--- src/rtl/lvd_pkg.sv ---
package lvd_pkg;
  // Number of selectable sample taps and log2 of the first divider stage.
  localparam int unsigned LVD_TAPS      = 4;
  localparam int unsigned LVD_FIRST_LOG = 3;
  localparam int unsigned LVD_SEL_W     = $clog2(LVD_TAPS);

  typedef enum logic [LVD_SEL_W-1:0] {
    RATE_DIV8  = 2'd0,
    RATE_DIV16 = 2'd1,
    RATE_DIV32 = 2'd2,
    RATE_DIV64 = 2'd3
  } lvd_rate_e;
endpackage

--- src/rtl/lvd_prescaler.sv ---
module lvd_prescaler #(
  parameter int unsigned TAPS      = lvd_pkg::LVD_TAPS,
  parameter int unsigned FIRST_LOG = lvd_pkg::LVD_FIRST_LOG,
  localparam int unsigned SEL_W    = $clog2(TAPS),
  localparam int unsigned CNT_W    = FIRST_LOG + TAPS - 1
) (
  input  logic             clk,
  input  logic             rst,
  input  logic [SEL_W-1:0] sel,
  output logic             strobe
);
  logic [CNT_W-1:0] cnt_q;
  logic [TAPS-1:0]  tap;

  // Free-running chain: never gated, so sampling continues in sleep.
  always_ff @(posedge clk) begin
    if (rst) cnt_q <= '0;
    else     cnt_q <= cnt_q + 1'b1;
  end

  // Tap i fires once every 2^(FIRST_LOG+i) clocks.
  for (genvar i = 0; i < TAPS; i++) begin : g_tap
    assign tap[i] = &cnt_q[FIRST_LOG-1+i:0];
  end

  always_ff @(posedge clk) begin
    if (rst) strobe <= 1'b0;
    else     strobe <= tap[sel];
  end


  strobe_single_chk: assert property (@(posedge clk) disable iff (rst)
    strobe |=> !strobe);
endmodule

--- src/rtl/lvd_filter.sv ---
module lvd_filter #(
  parameter int unsigned RUN   = 4,
  localparam int unsigned RUN_W = $clog2(RUN + 1)
) (
  input  logic clk,
  input  logic rst,
  input  logic en,
  input  logic smp,
  input  logic din,
  output logic level_q,
  output logic fell_q
);
  logic [RUN_W-1:0] run_q;

  always_ff @(posedge clk) begin
    if (rst || !en) begin
      level_q <= 1'b1;
      run_q   <= '0;
      fell_q  <= 1'b0;
    end else begin
      fell_q <= 1'b0;
      if (smp) begin
        if (din == level_q) begin
          run_q <= '0;
        end else if (run_q == RUN_W'(RUN - 1)) begin
          level_q <= din;
          run_q   <= '0;
          fell_q  <= !din;
        end else begin
          run_q <= run_q + 1'b1;
        end
      end
    end
  end


  level_on_strobe_chk: assert property (@(posedge clk) disable iff (rst)
    !$stable(level_q) |-> ($past(smp) || !$past(en)));


  fell_means_low_chk: assert property (@(posedge clk) disable iff (rst)
    fell_q |-> !level_q);
endmodule

--- src/rtl/lvd_flag.sv ---
module lvd_flag (
  input  logic clk,
  input  logic rst,
  input  logic en,
  input  logic irq_en,
  input  logic clr,
  input  logic det,
  output logic flag_q,
  output logic irq_q
);
  always_ff @(posedge clk) begin
    if (rst) begin
      flag_q <= 1'b0;
      irq_q  <= 1'b0;
    end else begin
      irq_q <= en && irq_en && det && !flag_q && !clr;
      if (!en || clr) flag_q <= 1'b0;
      else if (det)   flag_q <= 1'b1;
    end
  end


  disable_clears_chk: assert property (@(posedge clk) disable iff (rst)
    !en |=> !flag_q);


  clear_wins_chk: assert property (@(posedge clk) disable iff (rst)
    clr |=> !flag_q && !irq_q);


  irq_on_rise_chk: assert property (@(posedge clk) disable iff (rst)
    irq_q |-> flag_q && !$past(flag_q) && $past(irq_en));


  irq_single_chk: assert property (@(posedge clk) disable iff (rst)
    irq_q |=> !irq_q);
endmodule

--- src/rtl/lvd_nmi_top.sv ---
module lvd_nmi_top #(
  parameter int unsigned TAPS      = lvd_pkg::LVD_TAPS,
  parameter int unsigned FIRST_LOG = lvd_pkg::LVD_FIRST_LOG,
  parameter int unsigned RUN       = 4,
  localparam int unsigned SEL_W    = $clog2(TAPS)
) (
  input  logic             clk,
  input  logic             rst,
  input  logic             det_on,
  input  logic             irq_on,
  input  logic [SEL_W-1:0] rate_sel,
  input  logic             flag_clr,
  input  logic             sup_ok,
  input  logic             wdt_req,
  input  logic             osc_req,
  output logic             lvd_level,
  output logic             lvd_flag,
  output logic             lvd_irq,
  output logic             nmi
);
  logic smp;
  logic fell;

  lvd_prescaler #(.TAPS(TAPS), .FIRST_LOG(FIRST_LOG)) u_pre (
    .clk    (clk),
    .rst    (rst),
    .sel    (rate_sel),
    .strobe (smp)
  );

  lvd_filter #(.RUN(RUN)) u_filt (
    .clk     (clk),
    .rst     (rst),
    .en      (det_on),
    .smp     (smp),
    .din     (sup_ok),
    .level_q (lvd_level),
    .fell_q  (fell)
  );

  lvd_flag u_flag (
    .clk    (clk),
    .rst    (rst),
    .en     (det_on),
    .irq_en (irq_on),
    .clr    (flag_clr),
    .det    (fell),
    .flag_q (lvd_flag),
    .irq_q  (lvd_irq)
  );

  always_ff @(posedge clk) begin
    if (rst) nmi <= 1'b0;
    else     nmi <= lvd_irq | wdt_req | osc_req;
  end


  ext_req_nmi_chk: assert property (@(posedge clk) disable iff (rst)
    (wdt_req || osc_req) |=> nmi);


  lvd_req_nmi_chk: assert property (@(posedge clk) disable iff (rst)
    lvd_irq |=> nmi);


  level_forced_chk: assert property (@(posedge clk) disable iff (rst)
    !det_on |=> lvd_level);
endmodule

--- config.mk ---
export PLATFORM = sky130hd
export DESIGN_NAME = lvd_nmi_top
export DESIGN_NICKNAME = d
export VERILOG_FILES = /design/src/rtl/lvd_pkg.sv /design/src/rtl/lvd_prescaler.sv /design/src/rtl/lvd_filter.sv /design/src/rtl/lvd_flag.sv /design/src/rtl/lvd_nmi_top.sv
export SDC_FILE = /design/constraint.sdc
export NUM_CORES = 1
export LEC_CHECK = 0
export BUFFER_PORTS_ARGS = -buffer_cell sky130_fd_sc_hd__buf_2
export CORE_ASPECT_RATIO = 0.8
export CORE_MARGIN = 2
export CORE_UTILIZATION = 30
export DETAILED_ROUTE_END_ITERATION = 8
export PLACE_DENSITY = 0.49
export SLEW_MARGIN = 20
export SYNTH_ARGS = -nofsm -noshare
export SYNTH_HDL_FRONTEND = slang
export SYNTH_SLANG_ARGS = --single-unit
--- constraint.sdc ---
create_clock -name clk -period 1.3 [get_ports clk]
set_clock_uncertainty 0.15 [all_clocks]
set_input_delay 0.065 -clock clk [delete_from_list [all_inputs] [get_ports clk]]
set_output_delay 0.065 -clock clk [all_outputs]
set_load 0.005 [all_outputs]
* After elaboration in Yosys (flattened, before gate mapping)
Index checks and enable logic that the tools add are counted.
** Word-level totals
- Bits in registers :: 15
- Output and inout bits :: 4
- Logic and storage cells :: 39
** Cells by class
- Add/subtract/negate cells :: 2
- $lt $le $gt $ge :: 1
- Equal/unequal tests :: 2
- Multiplexer cells :: 4
- Bitwise operators :: 5
- Reductions and logical operators :: 17
** Operators with widths (number)
- adder 6 x 1 -> 6 bit, second input constant :: 1
- two-way mux 3 bit :: 2
- AND reduction 3 bit :: 2
- AND reduction 6 bit :: 1
- AND reduction 5 bit :: 1
- logical AND 1 bit :: 4
- logical NOT 1 bit :: 4
- AND reduction 4 bit :: 1
- OR reduction 4 bit :: 1
- adder 3 x 1 -> 3 bit, second input constant :: 1
- == test 3 x 2 -> 1 bit, second input constant :: 1
- less-than comparator 2 x 3 -> 1 bit, second input constant :: 1
- NOT 1 bit :: 3
- binary-select mux 1 bit (select 2 bit) :: 1
- logical OR 1 bit :: 2
- OR 1 bit :: 2
- OR reduction 2 bit :: 1
- == test 1 bit :: 1
- two-way mux 1 bit :: 1

* Logic depth before layout (Yosys ltp)
Gate-level depths: netlist (run 1).
- Depth in word-level cells :: 4
- Mapped depth :: 5

* Hierarchy
From an unflattened synthesis (run 1), not the netlist that was laid out.
** Unflattened totals
- Cells, all modules :: 60
- Area total of the unflattened synthesis :: 629.4 sq um
** Modules (own cells, without submodules)
- lvd_prescaler :: instances 1, cells each 28, area each 301.5 sq um, seq. area each 140.1 sq um
- lvd_filter :: instances 1, cells each 23, area each 224.0 sq um, seq. area each 100.1 sq um
- lvd_flag :: instances 1, cells each 6, area each 75.1 sq um, seq. area each 40.0 sq um
- lvd_nmi_top :: instances 1, cells each 3, area each 28.8 sq um, seq. area each 20.0 sq um

* Least setup slack after synthesis (run 1)
Ideal clock, no wire load.
- Kind :: reg-to-reg
- Start :: register u_pre.cnt_q[0]
- End :: register u_pre.cnt_q[4]
- Library setup time :: 0.114 ns
- Data arrival time :: 1.053 ns
- Required time :: 1.036 ns
- Path slack :: -0.017 ns
- Stages on the path, launching flop included :: 5
- Path buffers :: 0
- Cells stage by stage :: dfxtp_1 ha_1 and3_1 ha_1 nor2b_1
** On the way
- Longest elaborated chain between the ends :: 1
** RTL lines
- start, declared :: line lvd_prescaler.sv:12 : logic [CNT_W-1:0] cnt_q;
- start signal, assigned :: line lvd_prescaler.sv:18 : else cnt_q <= cnt_q + 1'b1;
- adder 6 x 1 -> 6 bit :: line lvd_prescaler.sv:18
No other way between the ends.
A chain may end at the register's enable or synchronous reset.

* Worst setup path after layout (run 1)
- Start :: register u_pre.cnt_q[0]
- End :: register u_pre.strobe
** On the way
- Longest elaborated chain between the ends :: 3
- Elaborated cells between the ends (all ways) :: 6
- Classes of those cells :: mux (2); reduce/logical (4)
** RTL lines
- AND reduction 6 bit, or another cell as far along :: line lvd_prescaler.sv:23 : assign tap[i] = &cnt_q[FIRST_LOG-1+i:0];
- binary-select mux 1 bit (select 2 bit) (*) :: line lvd_prescaler.sv:28 : else strobe <= tap[sel];
- two-way mux 1 bit (implied by the code) (*) :: line lvd_prescaler.sv:28
- end signal, assigned :: line lvd_prescaler.sv:28
- end, declared :: line lvd_prescaler.sv:10 : output logic strobe
Every way passes the cells marked *; elsewhere a longest branch is shown, timed or not. The select of a mux whose other input is x is not followed.

==> key figures, run 1 <==
Worst setup path
  • R2R setup slack: -3 ps
  • CP Max Fanout: 2
  • Critical Path End Type: flip-flop
  • R2r worst-path depth: 5
  • Arr. time, crit path: 1360 ps
  • Critical Path RT: 1350 ps
  • Crit Path Category: reg -> reg
  • RR Startpoint: u_pre.cnt_q[0]
  • Crit start category: flip-flop
  • Reg-to-reg endpoint: u_pre.strobe

Clock network
  • Root Driver: clkbuf_4
  • CTS tree: built
  • Reg clk slew, reported paths: 90 ps
  • Bufs on Longest Clock Path: 2
  • H-tree lvl count: 1
  • CTS Buf Count: 3
  • Clock sinks: 15
  • Clock latency on the worst-skew pair: 280 ps

Finish
  • Util after Layout: 45.12%
  • NumNets Final: 106
  • Area delta synth->final: 45.21%
  • Antenna diodes: 0
  • Share of cells above drive strength 1: 41.76%

Global routing
  • Vias in the first global route: 503
  • First-pass GRT wire length: 2.111 mm
  • Largest net degree at the start of global routing: 12
  • Grt total ovfl: 0
  • Initial antenna violation count: 0
  • Tot GR Track Use: 11.08%

STA
  • RSZ-0062 raised after global routing: yes
  • Max-slew headroom: 82.85%
  • Setup WS post-layout: -3.178 ps
  • Pins over their slew limit: 0
  • Final period util: 100.2%
  • Setup TNS: -3.178 ps
  • Fin crit period: 1303 ps
  • Slew @ Worst Pin: 257.3 ps
  • Final Hold Fails: 0
  • Endpoints failing setup: 1
  • Max Clk Rate: 767.4 MHz

Hold path
  • Worst hold path type: in -> reg
  • Hold Startpoint: rate_sel[1]
  • Worst hold stages: 3
  • WHS Endpoint: u_pre.strobe

Floorplanning
  • Die height: 45.74 um
  • Starting Density: 31.07%
  • Die ar.: 2569 um^2
  • Die width: 56.17 um
  • Number of I/O pins: 14
  • CORE AREA: 2102 um^2
  • Site Rows: 15

Power and ir drop
  • Power share of the clock group: 31.9%
  • Switching share of power: 23.24%
  • Worst VDD drop: 0.4675 mV
  • Combinational power share: 11.1%
  • Overall power: 0.0008458 W
  • Net Sw Power: 0.0001966 W
  • Pwr Density: 891.8 nW/um^2
  • P_int: 0.0006492 W
  • Reg power frac: 57.0%
  • Lkg Pwr: 0.3931 nW

Synth
  • Syn Nets: 74
  • Synthesis warning total: 0
  • Yosys cell types: 27
  • Register area share after synthesis: 45.98%
  • Post-synth top area share: 45.98%
  • Synth top area cells: dfxtp_1 (46%), ha_1 (7.7%), nor2b_1 (3.8%)
  • Seq cells post-synth: 15
  • Area leader, netlist: dfxtp_1
  • Post-synthesis average cell area: 10.89 um^2
  • Post-synth EDFFs: 0
  • Synth top cells by count: dfxtp_1 (15), nor2_1 (5), ha_1 (4), nand2_1 (4), nor2b_1 (4)
  • Synthesized area: 653.1 um^2
  • Ys async rst share: 0%
  • Primary FF master, synth: dfxtp_1
  • Most frequent cell after synthesis: dfxtp_1
  • Syn Inst Count: 60

Place
  • Post-DP HPWL: 834.3 um
  • Final Wtd Congestion: 0.6844
  • IO Port Bufs: 13

Status
  • Status: complete, but fails checks
  • Failing checks: negative setup slack

Routing
  • Vias per cell: 4.569
  • Detail Route Antenna Nets: 0
  • Total wire length: 1.277 mm
  • DRT iter0 DRCs: 1
  • 1st-pass router iterations: 3
  • Average wire per standard cell: 11.01 um
  • DRC viols: 0
  • DR vias: 530

Flow run
  • MaxCap Viol Count: 0
==> sequential cells by signal (all words and copies together) (netlist names) <==
name / flops
u_filt.level_q: 1
u_flag.irq_q: 1
u_pre.cnt_q: 6
u_flag.flag_q: 1
nmi: 1
u_filt.fell_q: 1
u_filt.run_q: 3
u_pre.strobe: 1
==> cells by family after synthesis <==
logic type	after synthesis	share of synthesized area, %
AOI/OAI and AO/OA	7	9.386
xor gates and xnor gates	2	2.682
adders and majority gates	4	7.663
buffers and inverters	2	2.298
DFF	15	45.98
muxes	2	3.065
and+or+nand+nor	28	28.92
==> layer usage <==
metal	global-route usage (%)	wire length, um	up-vias	share of wire (%)
met1	13.82	575	248	45
met2	17.65	644	8	50
met5	0	0	-	0
li1	-	-	272	-
met3	2.557	43	2	3.4
met4	7.143	12	0	0.94
==> worst max-delay path, stage by stage (launching register included) <==
cell      delay, ps
dfxtp_2         360
ha_4            140
and3_4          180
ha_4            110
mux2i_1          70
a211oi_1        210
==> cells in the final DEF, fill, tap and decap left out, drive strengths merged <==
cell type,synthesis,routed
o31ai,1,1
a21oi,1,1
o21bai,1,1
xnor2,1,1
a21bo,1,1
xor2,1,1
clkbuf,0,4
nand2,4,4
nand3,1,1
ha,4,4
and3,2,2
buf,1,20
o21ai,2,2
nor3,2,2
nor2,5,5
nor4b,1,1
nand2b,3,3
nor2b,4,4
nand3b,4,4
dfxtp,15,15
mux2i,2,2
nor4,2,2
a211oi,1,1
dlygate4sd3,0,8
inv,1,1
==> metrics by stage <==
step,hold slack [ps],cells,worst slack (ps),area [um^2]
floorplan,-13.58,60,18.53,653.1
global placement,104.8,103,0.1954,783.3
detailed placement,111.4,103,-25.27,783.3
CTS,8.601,115,2.464,899.6
global route,59.57,116,-89.35,948.4
finish,37.28,116,-3.178,948.4
==> power groups by stage <==
stage	combinational [W]	clock, W	sequential, W
after floorplan	0.0000361	0	0.000488
after global placement	0.0000672	0	0.000488
after detailed placement	0.0000681	0	0.000488
after CTS	0.0000869	0.000279	0.000479
after global routing	0.000107	0.000297	0.000484
final	0.0000943	0.000270	0.000482
==> cell type report <==
type                    count  area [um^2]
clock buffers               4        26.28
fillers                   199         1154
inverters                   1        3.754
multi-input cells          43        386.6
flip-flops and latches     15        302.8
well taps                  25        31.28
repair buffers             28        197.7
==> worst max-delay path by stage <==
stage,from,to,slack (ps)
floorplan,u_pre.cnt_q[0],u_pre.cnt_q[4],20
global placement,u_pre.cnt_q[0],u_pre.strobe,0.2
detailed placement,u_pre.cnt_q[0],u_pre.strobe,-30
CTS,u_pre.cnt_q[0],u_pre.strobe,2
global route,u_pre.cnt_q[0],u_pre.strobe,-90
finish,u_pre.cnt_q[0],u_pre.strobe,-3
==> what timing repair did <==
item,in CTS,in global routing
hold buffers,8,0
resized for setup,4,7
endpoints found under the setup margin,2,6
pin swaps,1,2
buffers inserted,0,1
hold endpoints to repair,12,0
No activity file was read; power rests on OpenSTA's default activity.
==> inputs of run 2 (changes only) <==
--- a/config.mk
+++ b/config.mk
@@ -5,7 +5,7 @@
 export SDC_FILE = /design/constraint.sdc
 export NUM_CORES = 1
 export LEC_CHECK = 0
-export BUFFER_PORTS_ARGS = -buffer_cell sky130_fd_sc_hd__buf_2
+export BUFFER_PORTS_ARGS = -buffer_cell sky130_fd_sc_hd__buf_4
 export CORE_ASPECT_RATIO = 0.8
 export CORE_MARGIN = 2
 export CORE_UTILIZATION = 30
==> run 2 against run 1 <==
- the flow still finishes with violations (negative setup slack)
- maximum frequency barely moved
- routed wire length rose by 0.94%
- core utilization rose by 1.3 points
- clock power barely moved
- total power rose by 0.78%
- worst hold slack improved by 5.6 ps
- critical endpoint unchanged
- largest power group unchanged
==> key figures, run 2 (synthesized netlist as in run 1, its figures left out) <==
Status
  • Status: complete, but fails checks
  • Failing checks: negative setup slack

Global routing
  • Largest net degree at the start of global routing: 12 (unchanged)
  • Tot GR Track Use: 11.27% (+0.19 points)
  • Initial antenna violation count: 0 (unchanged)
  • Vias in the first global route: 459 (-8.7%)
  • Grt total ovfl: 0 (unchanged)
  • First-pass GRT wire length: 2.111 mm (unchanged)

Finish
  • Top Registers: u_pre.cnt_q (6), u_filt.run_q (3)
  • Share of cells above drive strength 1: 43.82% (+2.1 points)
  • NumNets Final: 104 (-1.9%)
  • Area delta synth->final: 49.23%
  • Reg with most FFs: u_pre.cnt_q
  • Finished Cell Area: 974.7 um^2 (+2.8%)
  • Most frequent cells in the layout: buf_4 (18), dfxtp_1 (12), dlygate4sd3_1 (8), nor2_1 (5), nand2_1 (4)
  • Antenna diodes: 0 (unchanged)
  • Max FFs per register: 6 (unchanged)
  • Commonest non-fill, non-tap cell in the layout: buf_4
  • Fillers: 208 (+4.5%)

Worst setup path
  • Critical Path RT: 1360 ps (about the same)
  • CP Cell Sequence: ha_4, and3_4, ha_4, mux2i_4, a211oi_2
  • Cell repeated most along the worst path: ha_4
  • Critical Path End Type: flip-flop
  • CP delay by family, top: flip-flops
  • Crit Path Category: reg -> reg
  • Crit start category: flip-flop
  • Arr. time, crit path: 1370 ps (about the same)
  • Slowest stage delay, CP: 360 ps (about the same)
  • Slowest cell on the critical path: dfxtp_2
  • CP Max Fanout: 2 (unchanged)
  • CP Buf/Inv Count: 0 (unchanged)

STA
  • Max-slew headroom: 85.15% (+2.3 points)
  • Fin crit period: 1304 ps (+0.6742 ps)
  • RSZ-0062 raised after global routing: yes
  • Setup WS post-layout: -3.852 ps (-0.6742 ps)
  • Pins over their slew limit: 0 (unchanged)
  • Final Hold Fails: 0 (unchanged)
  • Final period util: 100.3% (about the same)
  • Slew @ Worst Pin: 222.2 ps (-35.02 ps)
  • Endpoints failing setup: 1 (unchanged)
  • Max Clk Rate: 767.0 MHz (about the same)

Floorplanning
  • CORE AREA: 2102 um^2 (unchanged)
  • Number of I/O pins: 14 (unchanged)
  • Site Rows: 15 (unchanged)
  • Die width: 56.17 um (unchanged)
  • Starting Density: 31.07% (unchanged)
  • Die height: 45.74 um (unchanged)
  • Die ar.: 2569 um^2 (unchanged)

Routing
  • DRC viols: 0 (unchanged)
  • DR vias: 505 (-4.7%)
  • Vias per cell: 4.430 (-3.0%)
  • Average wire per standard cell: 11.31 um (+2.7%)
  • Total wire length: 1.289 mm (+0.94%)
  • 1st-pass router iterations: 3 (unchanged)
  • DRT iter0 DRCs: 2 (+1)
  • Detail Route Antenna Nets: 0 (unchanged)

Clock network
  • H-tree lvl count: 1 (unchanged)
  • Clock sinks: 15 (unchanged)
  • Reg clk slew, reported paths: 90 ps (about the same)
  • Root Driver: clkbuf_4
  • CTS tree: built
  • Bufs on Longest Clock Path: 2 (unchanged)
  • CTS Buf Count: 3 (unchanged)
  • Clock latency on the worst-skew pair: 280 ps (about the same)

Place
  • Final Wtd Congestion: 0.6514 (-4.8%)
  • Post-place setup slack: -58.95 ps (-33.68 ps)
  • Post-DP HPWL: 826.9 um (-0.89%)
  • Placed Area: 800.8 um^2 (+2.2%)
  • IO Port Bufs: 13 (unchanged)

Flow run
  • MaxCap Viol Count: 0 (unchanged)

Power and ir drop
  • Lkg Pwr: 0.3955 nW (+0.61%)
  • Worst VDD drop: 0.7578 mV (+62%)
  • Pwr Density: 874.6 nW/um^2 (-1.9%)

Hold path
  • Worst hold path type: in -> reg
[run 2: changes by cell type in the layout (fill, tap and decap cells not counted), sizes merged]
cell / previous run / this run
clkbuf: 4 / 3
buf: 20 / 18
clkinv: 0 / 1
[run 2: path summary, 6_finish.rpt]
kind                  endpoint  cells after the start  slack, ps      startpoint
hold reg to reg   u_flag.irq_q                      2        310   u_filt.fell_q
hold / removal    u_pre.strobe                      3         40     rate_sel[1]
setup reg to reg  u_pre.strobe                      5         -4  u_pre.cnt_q[0]
setup / recovery  u_pre.strobe                      5         -4  u_pre.cnt_q[0]
[run 2: stage by stage]
stage	instances	total power [W]	hold WS (ps)	util [%]	TNS, ps
after floorplan	60	0.0005244	-13.58	-	0
after global placement	101	0.0005616	93.68	38.10	-0.7258
after detailed placement	101	0.0005604	96.27	38.10	-72.20
after CTS	114	0.0008550	24.67	45.12	0
after global routing	114	0.0009013	68.27	46.37	-83.93
final	114	0.0008524	42.91	46.37	-3.852
[run 2: layer usage]
layer	GRT usage [%]	share of wire [%]	up-vias
met5	0	0	-
met1	13.82	49	224
met4	2.857	1.1	0
li1	-	-	267
met3	5.966	4.9	2
met2	17.65	45	12
[run 2: final cells by class]
| class | instances | area (um^2) | share of cell area [%] |
|---|---|---|---|
| Clock buffer | 3 | 22.52 | 2.311 |
| Tap cell | 25 | 31.28 | 3.209 |
| Timing Repair Buffer | 26 | 215.2 | 22.08 |
| Inverter | 1 | 3.754 | 0.3851 |
| Sequential cell | 15 | 304.0 | 31.19 |
| Clock inverter | 1 | 5.005 | 0.5135 |
| Multi-Input combinational cell | 43 | 392.9 | 40.31 |
[run 2: report_power, final]
| group | switching (W) | internal, W | total, W |
|---|---|---|---|
| combinational | 0.0000362 | 0.0000648 | 0.000101 |
| sequential | 0.0000102 | 0.000472 | 0.000482 |
| clock | 0.000155 | 0.000114 | 0.000269 |
[run 2: what timing repair did]
item	4_1_cts	5_1_grt
pin swaps	2	2
buffers inserted	1	0
hold buffers	8	0
gates resized for setup	7	7
hold endpoints to repair	13	0
endpoints found under the setup margin	2	3
[run 2: tightest hold or removal path, stage by stage]
cell and delay, ps:
buf_4 100, mux2i_4 70, a211oi_2 200
